### config.mk
export PLATFORM = sky130hd
export DESIGN_NAME = pinbank_ctrl
export DESIGN_NICKNAME = d
export VERILOG_FILES = /design/src/rtl/pinbank_pkg.sv /design/src/rtl/pinbank_decode.sv /design/src/rtl/pinbank_regs.sv /design/src/rtl/pinbank_padmux.sv /design/src/rtl/pinbank_ctrl.sv
export SDC_FILE = /design/constraint.sdc
export NUM_CORES = 1
export LEC_CHECK = 0
export ABC_AREA = 1
export CAP_MARGIN = 25
export CORE_ASPECT_RATIO = 0.7
export CORE_UTILIZATION = 30
export DETAILED_ROUTE_END_ITERATION = 10
export MAX_ROUTING_LAYER = met4
export PLACE_DENSITY = 0.52
export SETUP_SLACK_MARGIN = 0.15
export SKIP_LAST_GASP = 1
export SYNTH_ARGS = -nofsm -noshare
export SYNTH_HDL_FRONTEND = slang
export SYNTH_SLANG_ARGS = --single-unit
### constraint.sdc
create_clock -name clk -period 1.55 [get_ports clk]
set_input_delay 0.2325 -clock clk [delete_from_list [all_inputs] [get_ports clk]]
set_output_delay 0.2325 -clock clk [all_outputs]
set_load 0.1 [all_outputs]
### src/rtl/pinbank_pkg.sv
package pinbank_pkg;

  localparam int NUM_RW_REGS = 8;
  localparam int IDX_W       = 4;

  localparam int IDX_OWN   = 0;
  localparam int IDX_OEN   = 1;
  localparam int IDX_OVAL  = 2;
  localparam int IDX_ODRN  = 3;
  localparam int IDX_PULL  = 4;
  localparam int IDX_GFLT  = 5;
  localparam int IDX_FSEL0 = 6;
  localparam int IDX_FSEL1 = 7;
  localparam int IDX_PIN   = 8;

  typedef enum logic [1:0] {
    OP_NONE = 2'd0,
    OP_SET  = 2'd1,
    OP_CLR  = 2'd2,
    OP_TGL  = 2'd3
  } wrOp_e;

  typedef struct packed {
    logic [NUM_RW_REGS-1:0] regHit;
    wrOp_e                  op;
    logic [IDX_W-1:0]       rdIdx;
  } busStrobe_t;

endpackage

### src/rtl/pinbank_decode.sv
module pinbank_decode
  import pinbank_pkg::*;
#(
  parameter int ADDR_W = 6
) (
  input  logic              busWrEn,
  input  logic [ADDR_W-1:0] busAddr,
  output busStrobe_t        stb
);

  localparam int IDXF_W = ADDR_W - 2;

  logic [IDXF_W-1:0] fullIdx;
  assign fullIdx = busAddr[ADDR_W-1:2];

  always_comb begin
    stb.regHit = '0;
    for (int r = 0; r < NUM_RW_REGS; r++) begin
      stb.regHit[r] = busWrEn && (fullIdx == IDXF_W'(r));
    end
    // slot 0 is a plain read address: no write operation
    stb.op    = busWrEn ? wrOp_e'(busAddr[1:0]) : OP_NONE;
    stb.rdIdx = (fullIdx <= IDXF_W'(IDX_PIN)) ? IDX_W'(fullIdx) : '1;
  end

endmodule

### src/rtl/pinbank_regs.sv
module pinbank_regs
  import pinbank_pkg::*;
#(
  parameter int NUM_PINS = 32
) (
  input  logic                                 clk,
  input  logic                                 rstN,
  input  busStrobe_t                           stb,
  input  logic [NUM_PINS-1:0]                  wrData,
  input  logic [NUM_PINS-1:0]                  padIn,
  output logic [NUM_RW_REGS-1:0][NUM_PINS-1:0] ctrlQ,
  output logic [NUM_PINS-1:0]                  rdData
);

  // control register bank, one generated register per index
  for (genvar r = 0; r < NUM_RW_REGS; r++) begin : g_reg
    localparam logic [NUM_PINS-1:0] RST_VAL = (r == IDX_OWN) ? '1 : '0;
    localparam bit CAN_TGL = (r == IDX_OVAL);
    logic [NUM_PINS-1:0] q;

    always_ff @(posedge clk or negedge rstN) begin
      if (!rstN) begin
        q <= RST_VAL;
      end else if (stb.regHit[r]) begin
        case (stb.op)
          OP_SET: q <= q | wrData;
          OP_CLR: q <= q & ~wrData;
          OP_TGL: if (CAN_TGL) q <= q ^ wrData;
          default: ;
        endcase
      end
    end

    assign ctrlQ[r] = q;
  end

  // pad input: two-flop synchronizer, then optional two-sample filter
  logic [NUM_PINS-1:0] syncA, syncB, prevB, pinVal, accept;

  assign accept = ~ctrlQ[IDX_GFLT] | ~(syncB ^ prevB);

  always_ff @(posedge clk or negedge rstN) begin
    if (!rstN) begin
      syncA  <= '0;
      syncB  <= '0;
      prevB  <= '0;
      pinVal <= '0;
    end else begin
      syncA  <= padIn;
      syncB  <= syncA;
      prevB  <= syncB;
      pinVal <= (accept & syncB) | (~accept & pinVal);
    end
  end

  // read multiplexer
  always_comb begin
    rdData = '0;
    if (stb.rdIdx < IDX_W'(NUM_RW_REGS)) begin
      rdData = ctrlQ[stb.rdIdx[2:0]];
    end else if (stb.rdIdx == IDX_W'(IDX_PIN)) begin
      rdData = pinVal;
    end
  end

endmodule

### src/rtl/pinbank_padmux.sv
module pinbank_padmux
  import pinbank_pkg::*;
#(
  parameter int NUM_PINS = 32
) (
  input  logic [NUM_RW_REGS-1:0][NUM_PINS-1:0] ctrlQ,
  input  logic [NUM_PINS-1:0]                  fnAOut,
  input  logic [NUM_PINS-1:0]                  fnAOe,
  input  logic [NUM_PINS-1:0]                  fnBOut,
  input  logic [NUM_PINS-1:0]                  fnBOe,
  input  logic [NUM_PINS-1:0]                  fnCOut,
  input  logic [NUM_PINS-1:0]                  fnCOe,
  output logic [NUM_PINS-1:0]                  padOut,
  output logic [NUM_PINS-1:0]                  padOe,
  output logic [NUM_PINS-1:0]                  padPullUp
);

  for (genvar i = 0; i < NUM_PINS; i++) begin : g_pin
    logic [1:0] fnCode;
    logic       fnLvl, fnEn, srcLvl, srcEn, openDrain;

    assign fnCode    = {ctrlQ[IDX_FSEL1][i], ctrlQ[IDX_FSEL0][i]};
    assign openDrain = ctrlQ[IDX_ODRN][i];

    always_comb begin
      case (fnCode)
        2'b01:   begin fnLvl = fnBOut[i]; fnEn = fnBOe[i]; end
        2'b10:   begin fnLvl = fnCOut[i]; fnEn = fnCOe[i]; end
        default: begin fnLvl = fnAOut[i]; fnEn = fnAOe[i]; end
      endcase
    end

    assign srcLvl = ctrlQ[IDX_OWN][i] ? ctrlQ[IDX_OVAL][i] : fnLvl;
    assign srcEn  = ctrlQ[IDX_OWN][i] ? ctrlQ[IDX_OEN][i]  : fnEn;

    assign padOe[i]  = openDrain ? (srcEn & ~srcLvl) : srcEn;
    assign padOut[i] = openDrain ? 1'b0 : srcLvl;
  end

  assign padPullUp = ctrlQ[IDX_PULL];

endmodule

### src/rtl/pinbank_ctrl.sv
module pinbank_ctrl
  import pinbank_pkg::*;
#(
  parameter int NUM_PINS = 32,
  parameter int ADDR_W   = 6
) (
  input  logic                clk,
  input  logic                rstN,
  input  logic                busWrEn,
  input  logic [ADDR_W-1:0]   busAddr,
  input  logic [NUM_PINS-1:0] busWrData,
  output logic [NUM_PINS-1:0] busRdData,
  input  logic [NUM_PINS-1:0] padIn,
  output logic [NUM_PINS-1:0] padOut,
  output logic [NUM_PINS-1:0] padOe,
  output logic [NUM_PINS-1:0] padPullUp,
  input  logic [NUM_PINS-1:0] fnAOut,
  input  logic [NUM_PINS-1:0] fnAOe,
  input  logic [NUM_PINS-1:0] fnBOut,
  input  logic [NUM_PINS-1:0] fnBOe,
  input  logic [NUM_PINS-1:0] fnCOut,
  input  logic [NUM_PINS-1:0] fnCOe
);

  busStrobe_t                           stb;
  logic [NUM_RW_REGS-1:0][NUM_PINS-1:0] ctrlQ;

  pinbank_decode #(.ADDR_W(ADDR_W)) uDecode (
    .busWrEn (busWrEn),
    .busAddr (busAddr),
    .stb     (stb)
  );

  pinbank_regs #(.NUM_PINS(NUM_PINS)) uRegs (
    .clk    (clk),
    .rstN   (rstN),
    .stb    (stb),
    .wrData (busWrData),
    .padIn  (padIn),
    .ctrlQ  (ctrlQ),
    .rdData (busRdData)
  );

  pinbank_padmux #(.NUM_PINS(NUM_PINS)) uPadMux (
    .ctrlQ     (ctrlQ),
    .fnAOut    (fnAOut),
    .fnAOe     (fnAOe),
    .fnBOut    (fnBOut),
    .fnBOe     (fnBOe),
    .fnCOut    (fnCOut),
    .fnCOe     (fnCOe),
    .padOut    (padOut),
    .padOe     (padOe),
    .padPullUp (padPullUp)
  );

endmodule

==> results.txt <==
The flow ran to the end, but the final reports show violations. The checks that failed: setup timing. The start of the worst register-to-register path is uRegs.g_reg[2].q[31]$_DFFE_PN0P_. The signal on the critical path passes through ha_4 -> a21oi_2 -> o2bb2ai_1 -> nor2_1 -> o22ai_2 -> clkinvlp_4 -> buf_12.

The arrival time at the worst endpoint is 2170 ps. The chip width is 327 um. Clock skew on the completed layout was measured at 12.6 ps. The power density relative to cell area came out at 1410 nW/um^2. Counting cells, the worst reg-to-reg path comes to 5. The slowest stage cell on the critical path is sky130_fd_sc_hd__dfrtp_1. The largest total area in the synthesized netlist belongs to sky130_fd_sc_hd__dfrtp_1. The count of max-cap constraint violations is 0. The total number of vias came out at 23700.

STA classifies the critical path startpoint as a register. The global-route wire length before repair came out at 137000 um. At the end of routability-driven placement, the weighted congestion stood at 0.876.

The net switching power of the design came out at 22.6 mW. Setup repair after global routing could not meet its margin everywhere. In the final routed layout, each cell accounts on average for 21.5 um. The violation count after the first detailed-route iteration is 1908. For this design the static power due to leakage is 16.9 nW. The total number of clock tree sinks came out at 384. The total number of nets in the final design is 3968. The number of flip-flops and latches in the synthesized netlist is 384. The count of pins over their slew limit is 0. The root buffer cell chosen for the clock tree is sky130_fd_sc_hd__clkbuf_16.

The worst-case setup margin in the final layout came out at -857 ps. The startpoint identified for the worst hold timing path is padIn[26]. The routed wire length is 98500 um. The floorplan step defined a die boundary enclosing 75000 sq um.

After detailed routing, the number of remaining DRC violations is 0. The delay of the slowest cell on the worst path is 420 ps. The headroom to the max-slew limit came out at 46.9%. The cell count after placement is 4330. The library cell used most frequently in the layout, excluding fill and tap cells, is sky130_fd_sc_hd__nand2_1. The post-synthesis cell count is 2837. The final-report setup violation count is 96. The share of total power dissipated in sequential elements is 25.3%. In the layout the commonest cells are 444 x sky130_fd_sc_hd__nand2_1, 349 x sky130_fd_sc_hd__buf_4, 323 x sky130_fd_sc_hd__dfrtp_1. The die outline height is 229 um. For this run, the detailed router's first-pass iteration total came to 6. The overall fraction of global-route tracks in use came out at 24.2%. The number of I/O port buffers is 392. The final period utilization came out at 155%.

The synthesis-to-finish area growth is 71.0%. The largest fanout on the critical path came out at 3. The transition time of the tightest slew-check pin came out at 796 ps.

The number of placement rows came out at 82. The worst reg-to-reg setup slack came out at 160 ps. Once detail routing completed, the nets flagged for antenna violations numbered 0. The unique cell type count in the Yosys netlist came out at 26.

Total power for the finished layout comes to 53.5 mW. The worst setup path is of the reg -> out kind. Summing every instance area after synthesis gives 22200 sq um. For this design the top-level I/O count stands at 393.

A synthesized cell averages 7.82 sq um. The worst IR drop on VDD is 1.37 mV. The number of global-route vias before repair is 23000. After synthesis, the cell types taking the most area are sky130_fd_sc_hd__dfrtp_1 40%, sky130_fd_sc_hd__nand2_1 9.3%, sky130_fd_sc_hd__ha_1 7.4%, sky130_fd_sc_hd__nand3_1 5.8%, sky130_fd_sc_hd__inv_1 5.6%. The share of final-layout standard cells stronger than drive strength 1 came out at 41.3%. The minimum clock period after layout is 2410 ps. The number of clock buffers inserted by TritonCTS came out at 43. Summing the sequential cell areas from Yosys gives 43.5% of the chip area. Along the worst hold path, the cell count comes to 1. The post-route non-filler standard cell count came out at 4575. The required time at the endpoint of the critical path came out at 1320 ps. The cell area after layout is 37900 sq um. The pin count of the biggest net entering global routing is 65. Summed over all layers, the global routing overflow is 0. The kind of end point of the critical path is an output port. The number of nets handed over by synthesis was 3233. Final hold analysis gives a worst-case slack of 97.9 ps.

The area of the core is 72300 sq um. The initial core utilization came out at 30.7%. In this run the critical register-to-register path is captured at uRegs.g_reg[2].q[31]$_DFFE_PN0P_.

The maximum frequency from static timing analysis came out at 415 MHz. The insertion delay to the later sink of the worst-skew pair is 570 ps. The cell-internal power is 30.9 mW. Dividing the detail-routed via count by the number of cells gives 5.18. The post-CTS clock slew at the launch and capture registers of the worst setup and hold paths came out at 70 ps. Yosys printed 0 warnings. The final-report hold violation count is 0.

The switching part of the total is 42.2%. The placed instances occupy a cell area of 32600 sq um. The min-delay analysis places its worst path in the category in -> reg. The detailed placer's ending HPWL came out at 60900 um. Summed over its instances, the top area cell type makes up 39.7% of the synthesized netlist area. The maximum number of buffers from clock root to sink came out at 3.

The TritonCTS clock tree is yes. The share of total power dissipated in combinational logic is 52.3%. The clock network is responsible for 22.4% of the overall power. The initial antenna violation count came out at 1.

The path with the worst hold slack has its endpoint at uRegs.syncA[26]$_DFF_PN0_. The deepest level of the CTS H-tree is 2.
## cell families (layout without fill, tap and decap cells)
logic type | count (synthesis) | count (layout) | synth area share (%)
AOI/OAI and AO/OA | 704 | 704 | 18.8
adders and majority gates | 131 | 131 | 7.39
buffers and inverters | 537 | 1305 | 10.3
DFF | 384 | 384 | 43.5
other | 0 | 2 | 0
and+or+nand+nor | 1081 | 1083 | 20.0
## how the worst max path moves through the flow
stage                     to  slack [ps]  startpoint
2_1_floorplan      padOe[10]        -320    register
5_1_grt            padOe[22]        -960    register
3_3_place_gp   busRdData[18]        -920  busAddr[3]
6_report            padOe[1]        -860    register
4_1_cts            padOe[22]        -890    register
3_5_place_dp   busRdData[21]        -930  busAddr[4]
## critical path: cells and delay by family (launching register included)
kind	cells	cell delay (ps)
flip-flops	1	420
AO/OA/AOI/OAI	3	410
buffers and inverters	2	410
adder cells (fa/ha/maj)	1	280
AND/OR/NAND/NOR	1	90
## cells in the mapped netlist
cell type	number
sky130_fd_sc_hd__clkbuf_1	96
sky130_fd_sc_hd__o22ai_1	32
sky130_fd_sc_hd__inv_1	329
sky130_fd_sc_hd__nand3_2	1
sky130_fd_sc_hd__ha_1	131
sky130_fd_sc_hd__a22oi_1	32
sky130_fd_sc_hd__o21ai_1	42
sky130_fd_sc_hd__a22o_1	32
sky130_fd_sc_hd__dfstp_2	32
sky130_fd_sc_hd__o21ai_0	118
sky130_fd_sc_hd__o2bb2ai_1	32
sky130_fd_sc_hd__dfrtp_1	352
sky130_fd_sc_hd__buf_1	7
sky130_fd_sc_hd__nand3_1	258
sky130_fd_sc_hd__nand2_2	4
sky130_fd_sc_hd__buf_2	52
sky130_fd_sc_hd__buf_4	48
sky130_fd_sc_hd__nand2_1	551
sky130_fd_sc_hd__a31oi_1	160
sky130_fd_sc_hd__nor2_4	5
sky130_fd_sc_hd__a21oi_1	224
sky130_fd_sc_hd__buf_6	2
sky130_fd_sc_hd__inv_2	3
sky130_fd_sc_hd__nor2_1	258
sky130_fd_sc_hd__nor2_2	4
sky130_fd_sc_hd__o211ai_1	32
## power by group through the flow
stage	clock [mW]	sequential, mW	combinational (mW)
after CTS	12.2	13.5	26.3
final	12.0	13.5	27.9
after floorplan	0	13.3	15.7
after detailed placement	0	13.7	25.2
after global routing	12.6	13.7	29.5
after global placement	0	13.6	24.9
## timing repair
item,4_1_cts,5_1_grt
buffers inserted,60,66
gates cloned,11,25
gates resized for setup,178,316
endpoints found under the hold margin,47,0
pin swaps,295,203
hold buffers,1,0
endpoints found under the setup margin,384,319
## through the flow
step / TNS, ps / utilization (%) / worst slack [ps]
2_1_floorplan: -62320 / - / -322
3_3_place_gp: -214740 / 45.0 / -922
3_5_place_dp: -222440 / 45.0 / -933
4_1_cts: -65700 / 49.2 / -894
5_1_grt: -70010 / 52.4 / -963
6_report: -61600 / 52.4 / -857
## cell type report
| type | count | area [sq um] |
|---|---|---|
| well taps | 966 | 1210 |
| diodes | 2 | 5.00 |
| clock inverters | 23 | 408 |
| fillers | 6475 | 34400 |
| repair buffers | 893 | 10700 |
| inverters | 332 | 1450 |
| flip-flops and latches | 384 | 9690 |
| clock buffers | 57 | 1240 |
| multi-input cells | 1918 | 13300 |
## per-layer routing
metal	GRT usage (%)	share of wire, %	vias to the layer above
li1	-	-	11000
met1	33.3	45	11600
met2	37.7	45	996
met3	2.99	7.2	176
met4	6.12	2.7	0
met5	-	0	-
(Power assumes the default switching activity.)
